**config.mk**
```make
export PLATFORM = sky130hd
export DESIGN_NAME = dogrr_unit
export DESIGN_NICKNAME = d
export VERILOG_FILES = /design/src/rtl/dogrr_pkg.sv /design/src/rtl/dogrr_diff.sv /design/src/rtl/dogrr_pack.sv /design/src/rtl/dogrr_unit.sv
export SDC_FILE = /design/constraint.sdc
export NUM_CORES = 1
export LEC_CHECK = 0
export ABC_CLOCK_PERIOD_IN_PS = 2700
export BUFFER_PORTS_ARGS = -buffer_cell sky130_fd_sc_hd__buf_2
export CAP_MARGIN = 20
export CORE_MARGIN = 4
export CORE_UTILIZATION = 45
export DETAILED_ROUTE_END_ITERATION = 12
export PLACE_DENSITY = 0.66
export SLEW_MARGIN = 15
export SYNTH_ARGS = -nofsm -noshare
export SYNTH_HDL_FRONTEND = slang
export SYNTH_SLANG_ARGS = --single-unit
```
**constraint.sdc**
```tcl
create_clock -name clk -period 2.7 [get_ports clk]
set_input_delay 0.27 -clock clk [delete_from_list [all_inputs] [get_ports clk]]
set_output_delay 0.27 -clock clk [all_outputs]
set_load 0.02 [all_outputs]
```
**src/rtl/dogrr_pkg.sv**
```systemverilog
package dogrr_pkg;

    localparam int DEF_GAUSS_W = 12;
    localparam int DEF_DOG_W   = 16;
    localparam int DEF_NUM_DOG = 4;

    // What the packer does with the current input cycle
    typedef enum logic [2:0] {
        ACT_NONE,
        ACT_START,
        ACT_STORE,
        ACT_EMIT,
        ACT_DROP
    } pack_act_e;

    function automatic pack_act_e classify(
        input logic take,
        input int   scale,
        input int   expect_idx,
        input int   last_idx
    );
        if (!take)                     return ACT_NONE;
        if (scale == expect_idx) begin
            if (scale == last_idx)     return ACT_EMIT;
            if (scale == 0)            return ACT_START;
            return ACT_STORE;
        end
        if (scale == 0)                return ACT_START;
        return ACT_DROP;
    endfunction

endpackage

```
**src/rtl/dogrr_diff.sv**
```systemverilog
module dogrr_diff #(
    parameter int GAUSS_W = dogrr_pkg::DEF_GAUSS_W,
    parameter int DOG_W   = dogrr_pkg::DEF_DOG_W
) (
    input  logic               clk,
    input  logic               rst,
    input  logic               take_i,
    input  logic [GAUSS_W-1:0] value_i,
    output logic [DOG_W-1:0]   diff_o
);
    logic [GAUSS_W-1:0] hold_q;

    // Single shared subtractor: current level minus previous level
    assign diff_o = DOG_W'(value_i) - DOG_W'(hold_q);

    always_ff @(posedge clk) begin
        if (rst)         hold_q <= '0;
        else if (take_i) hold_q <= value_i;
    end
endmodule

```
**src/rtl/dogrr_pack.sv**
```systemverilog
module dogrr_pack
    import dogrr_pkg::*;
#(
    parameter int DOG_W   = DEF_DOG_W,
    parameter int NUM_DOG = DEF_NUM_DOG,
    localparam int SCALE_W = $clog2(NUM_DOG + 1)
) (
    input  logic                     clk,
    input  logic                     rst,
    input  logic                     stall_i,
    input  logic                     valid_i,
    input  logic [SCALE_W-1:0]       scale_i,
    input  logic [DOG_W-1:0]         diff_i,
    output logic                     dog_valid_o,
    output logic [NUM_DOG*DOG_W-1:0] dog_word_o
);
    localparam logic [SCALE_W-1:0] LAST_IDX = SCALE_W'(NUM_DOG);

    pack_act_e               act;
    logic [SCALE_W-1:0]      cnt_q;
    logic [DOG_W-1:0]        slot_q [NUM_DOG-1];
    logic [NUM_DOG*DOG_W-1:0] word_nxt;

    assign act = classify(valid_i && !stall_i, int'(scale_i), int'(cnt_q), NUM_DOG);

    always_ff @(posedge clk) begin
        if (rst) begin
            cnt_q <= '0;
        end else begin
            case (act)
                ACT_START: cnt_q <= SCALE_W'(1);
                ACT_STORE: cnt_q <= cnt_q + SCALE_W'(1);
                ACT_EMIT,
                ACT_DROP:  cnt_q <= '0;
                default:   cnt_q <= cnt_q;
            endcase
        end
    end

    for (genvar j = 0; j < NUM_DOG - 1; j++) begin : g_slot
        always_ff @(posedge clk) begin
            if (rst)
                slot_q[j] <= '0;
            else if (act == ACT_STORE && scale_i == SCALE_W'(j + 1))
                slot_q[j] <= diff_i;
        end
        assign word_nxt[j*DOG_W +: DOG_W] = slot_q[j];
    end
    assign word_nxt[(NUM_DOG-1)*DOG_W +: DOG_W] = diff_i;

    always_ff @(posedge clk) begin
        if (rst) begin
            dog_valid_o <= 1'b0;
            dog_word_o  <= '0;
        end else if (!stall_i) begin
            dog_valid_o <= (act == ACT_EMIT);
            if (act == ACT_EMIT && scale_i == LAST_IDX)
                dog_word_o <= word_nxt;
        end
    end
endmodule

```
**src/rtl/dogrr_unit.sv**
```systemverilog
module dogrr_unit
    import dogrr_pkg::*;
#(
    parameter int GAUSS_W = DEF_GAUSS_W,
    parameter int DOG_W   = DEF_DOG_W,
    parameter int NUM_DOG = DEF_NUM_DOG,
    localparam int SCALE_W = $clog2(NUM_DOG + 1)
) (
    input  logic                     clk,
    input  logic                     rst,
    input  logic                     stall_i,
    input  logic                     px_valid_i,
    input  logic [GAUSS_W-1:0]       px_value_i,
    input  logic [SCALE_W-1:0]       px_scale_i,
    output logic                     dog_valid_o,
    output logic [NUM_DOG*DOG_W-1:0] dog_word_o
);
    logic [DOG_W-1:0] diff;

    dogrr_diff #(.GAUSS_W(GAUSS_W), .DOG_W(DOG_W)) diff_i (
        .clk     (clk),
        .rst     (rst),
        .take_i  (px_valid_i && !stall_i),
        .value_i (px_value_i),
        .diff_o  (diff)
    );

    dogrr_pack #(.DOG_W(DOG_W), .NUM_DOG(NUM_DOG)) pack_i (
        .clk         (clk),
        .rst         (rst),
        .stall_i     (stall_i),
        .valid_i     (px_valid_i),
        .scale_i     (px_scale_i),
        .diff_i      (diff),
        .dog_valid_o (dog_valid_o),
        .dog_word_o  (dog_word_o)
    );
endmodule

```
After elaboration in Yosys (flattened, before gate mapping)

Memories as Yosys holds them, arrays and structs flattened. A register that Yosys moved wholly into a read port is not among the register bits.
Cells that the tools add are included.

Mux-type cells: 36
$add $sub $neg: 2
Bitwise operators: 4
Reduce and logical (&&, ||, !) cells: 10
Equal/unequal tests: 10

Operators with widths:

| kind                  | count |
|---|---|
| $mux W16              | 3 |
| $mux W3               | 10 |
| $mux W1               | 22 |
| $sub A12 B12 Y13      | 1 |
| $eq A3 B2 Y1 const B  | 4 |
| $eq A3 B3 Y1 const B  | 3 |
| $pmux W3 S3           | 1 |
| $eq A3 B1 Y1 const B  | 2 |
| $logic_and A1 B1 Y1   | 5 |
| $add A3 B1 Y3 const B | 1 |
| $eq A3 B3 Y1          | 1 |
| $logic_not A3 Y1      | 1 |
| $or A1 B1 Y1          | 3 |
| $reduce_bool A3 Y1    | 1 |
| $reduce_and A2 Y1     | 1 |
| $reduce_or A2 Y1      | 1 |
| $logic_not A1 Y1      | 1 |
| $not A1 Y1            | 1 |

Bits of input ports: 19
Bits in registers: 80
Logic and storage cells: 67
Output and inout bits: 65
Bits in writable memories: 48
Memories: 1

Memories:

| name          | words | bits a word | rd ports | clocked after Yosys merged registers in | wr ports | line             | source |
|---|---|---|---|---|---|---|---|
| pack_i.slot_q | 3     | 16          | 3        | 3                                       | 3        | dogrr_pack.sv:21 | `logic [DOG_W-1:0] slot_q [NUM_DOG-1];` |

Longest topological paths before layout

Depth in word-level cells: 20
Mapped depth: 8
Gate-level depth less buffers: 8

Cells and area by module

A second synthesis with hierarchy kept.

Cell total of the unflattened synthesis: 571
Area, all modules: 5845.6 sq um

Modules (own cells, without submodules):

| module     | cells an instance | times used | area each (sq um) | sequential area each (sq um) |
|---|---|---|---|---|
| dogrr_pack | 438               | 1          | 4727.0            | 2802.7 |
| dogrr_diff | 132               | 1          | 1104.8            | 240.2 |
| dogrr_unit | 1                 | 1          | 13.8              | 0.0 |

Worst setup path before layout

Ideal clock, no wire load.

Path type: register to register
Start point: register diff_i.hold_q[2]
End point: memory pack_i.slot_q[0][8] in the netlist's numbering (data pin)
Data required time: 2.435 ns
Path buffers: 0
Period minus slack after synthesis: 1.942 ns
Slack: 0.758 ns
Library setup time: 0.265 ns
Stages on the path, launching flop included: 8
Arrival time: 1.677 ns
Path through: dfxtp_1 > inv_1 > ha_1 > nor2b_4 > o31a_4 > o31a_2 > a211oi_2 > nor2_1

RTL lines:

| item                     | line             | source |
|---|---|---|
| start: declaration       | dogrr_diff.sv:11 | `logic [GAUSS_W-1:0] hold_q;` |
| start signal: assignment | dogrr_diff.sv:18 | `else if (take_i) hold_q <= value_i;` |
| end: declaration         | dogrr_pack.sv:21 |  |

==> run metrics <==
Initial Util=46.80%; global-route wire length before repair=18.41 mm; DIE AREA=0.01256 mm2; CP Launch Type=flip-flop; routed length per instance=15.37 um; WL final=11.15 mm; RSZ-0062 raised after global routing=false; CTS tree=yes; hold depth=3; Worst EP required=2.81 ns; register area share after synthesis=51.95%; Max Clk Rate=0.4283 GHz; Row Count=37; 1st-pass router iterations=4; Gate Count Post-Synth=530; setup ws final=0.3650 ns; WS Path Type=flip-flop to flip-flop; number of routed nets with antenna violations=0; die width=112.1 um; max-cap violations=0; Critical R2R Capture=pack_i.slot_q[1][14]; final period utilization=86.48%; total number of vias=3843; Setup TNS=0 ns; Setup crit start=diff_i.hold_q[7]; GPL Wtd Cong=0.8691; Root Buffer=clkbuf_8; hold_buf cts=0; port bufs=83; Clock Pin Slew Worst Setup and Hold Paths=0.11 ns; Yosys cell types=62; RR Startpoint=diff_i.hold_q[7]; worst slack, placed=0.3465 ns; Leakage Power=2.185 nW; initial antenna violation count=0; total track usage=17.86%; yosys warns=0; final setup fails=0; worst skew pair latency=0.38 ns; FF/Latch Area=0.002532 mm2; status=finished, final reports clean; worst r2r path cells=7; worst hold start=px_value_i[0]; Area growth syn-to-layout=12.01%; io pins=84; Period minus WS final=2.335 ns; via count of the first global-routing pass=3699; Multi-input gate area=0.002013 mm2; Die Height=112.1 um; synthesized cell area=0.004875 mm2; asr flop ratio synth=0%; Congestion Overflow GR=0; Cell Pwr Density=572.4 mW/mm2; worst slew pin tran=0.6858 ns; Post-route DRC=0; CTS sink count=107; ANT cells=0; Syn Nets=563; total CTS buffers=9; Critical Path AT=2.45 ns; VDD IR max=0.0002579 V; Slew HR=54.28%; H-Tree Depth=3; Seq cells post-synth=107; Hold Path End=diff_i.hold_q[0]; ys flop type=dfxtp_1; vias per inst=5.301; highest fanout seen on the critical path=11; DRT iter0 DRCs=205; CP Capture Type=flip-flop; ratio of cells with drive above 1 in the final layout=21.05%; Hold WC Path Type=input pin to flip-flop; largest net degree at the start of global routing=67; final net count=617; Final Hold Fails=0; Post-CTS Setup Inserts=0; Synth Area per Inst=9.198 um2; final slew viol count=0; register-to-register setup slack=0.37 ns; clk buf depth=2; post-cts sizing count=0; Detailed Place HPWL=7.979 mm; core area=0.01042 mm2; Setup Skew=0.01286 ns; Post-synth EDFFs=39; filler cell count=1013
cell type report:
cell class | instances | area share [%]
multi-input combinational | 359 | 36.87
tap | 136 | 3.116
clock buffer | 9 | 2.269
timing repair buffer | 89 | 8.433
sequential | 107 | 46.38
clock inverter | 7 | 1.696
inverter | 18 | 1.237
sequential cells by signal, indices dropped and copies added (netlist names):
register            count
dog_word_o             39
pack_i.slot_q          39
pack_i.dog_word_o      13
diff_i.hold_q          12
pack_i.cnt_q            3
pack_i.dog_valid_o      1
cells by family (layout without fill, tap and decap cells):
group | Yosys count | in the layout | synth area share (%)
adder cells (fa/ha/maj) | 14 | 14 | 3.748
XOR/XNOR | 4 | 4 | 0.7188
buffers and inverters | 64 | 123 | 6.750
multiplexers | 2 | 2 | 0.4107
flip-flops | 107 | 107 | 51.95
AO/OA/AOI/OAI | 113 | 113 | 15.84
AND/OR/NAND/NOR | 226 | 226 | 20.59
worst max-delay path by stage:
| stage | slack, ns | to | cells after the start |
|---|---|---|---|
| floorplan | 0.76 | pack_i.slot_q[0][8] | 7 |
| global placement | 0.38 | pack_i.slot_q[1][14] | 9 |
| detailed placement | 0.35 | pack_i.slot_q[1][14] | 9 |
| CTS | 0.38 | pack_i.slot_q[1][14] | 7 |
| global route | 0.18 | pack_i.slot_q[1][14] | 7 |
| finish | 0.37 | pack_i.slot_q[1][14] | 7 |
worst max-delay path, cell delays in order, from the launching register on:
cell	delay [ns]
dfxtp_1	0.34
inv_1	0.04
ha_1	0.49
a21oi_1	0.15
o21ai_0	0.36
nor3_1	0.08
a21oi_1	0.51
nor2_1	0.10
layer usage:
| metal | vias to the layer above | wire (um) | track usage [%] |
|---|---|---|---|
| met5 | - | 0 | 0 |
| met4 | 0 | 232 | 6.090 |
| met3 | 19 | 494 | 3.073 |
| met2 | 84 | 5279 | 29.80 |
| met1 | 1825 | 5140 | 23.57 |
| li1 | 1915 | - | - |
cells in the mapped netlist (7+ instances only):
master      n  area [um2]
buf_2      11       55.05
buf_4      16       120.1
nand2_1   119       446.7
clkbuf_1   11       41.29
ha_1       13       162.7
edfxtp_1   39        1171
dfxtp_1    68        1361
nor2_1     50       187.7
nand2b_1    7       43.79
inv_1      17       63.81
a21oi_1    64       320.3
nor3_1     14       70.07
power by group:
group	internal, mW	total (mW)	switching (mW)	leakage, nW
clock network	0.456	1.06	0.607	0.111
logic	0.115	0.351	0.237	1.12
registers	1.70	1.71	0.0133	0.956
placed cells by master, fill, tap and decap left out, types with 3 or more instances in the layout:
master | netlist | routed
a211oi_1 | 6 | 6
a21oi_1 | 64 | 64
and2_1 | 3 | 3
and3_1 | 4 | 4
buf_2 | 11 | 83
buf_4 | 16 | 6
clkbuf_8 | 0 | 9
dfxtp_1 | 68 | 68
edfxtp_1 | 39 | 39
ha_1 | 13 | 13
inv_1 | 17 | 17
nand2_1 | 119 | 119
nand2b_1 | 7 | 7
nand3_1 | 6 | 6
nand4_1 | 5 | 5
nor2_1 | 50 | 50
nor2b_1 | 3 | 3
nor3_1 | 14 | 14
o21a_1 | 6 | 6
o21ai_0 | 6 | 6
or2_2 | 3 | 3
xnor2_1 | 3 | 3
through the flow:
step	std cells	cell area [um2]	util [%]	hold slack [ns]	total power [mW]
after floorplan	530	4875	-	0.4060	1.995
after global placement	709	5244	50.34	0.4410	2.092
after detailed placement	709	5244	50.34	0.4447	2.100
after CTS	725	5460	52.42	0.1264	3.142
after global routing	725	5460	52.42	0.1467	3.243
final	725	5460	52.42	0.1308	3.126
Power figures use the tool's default switching activity.
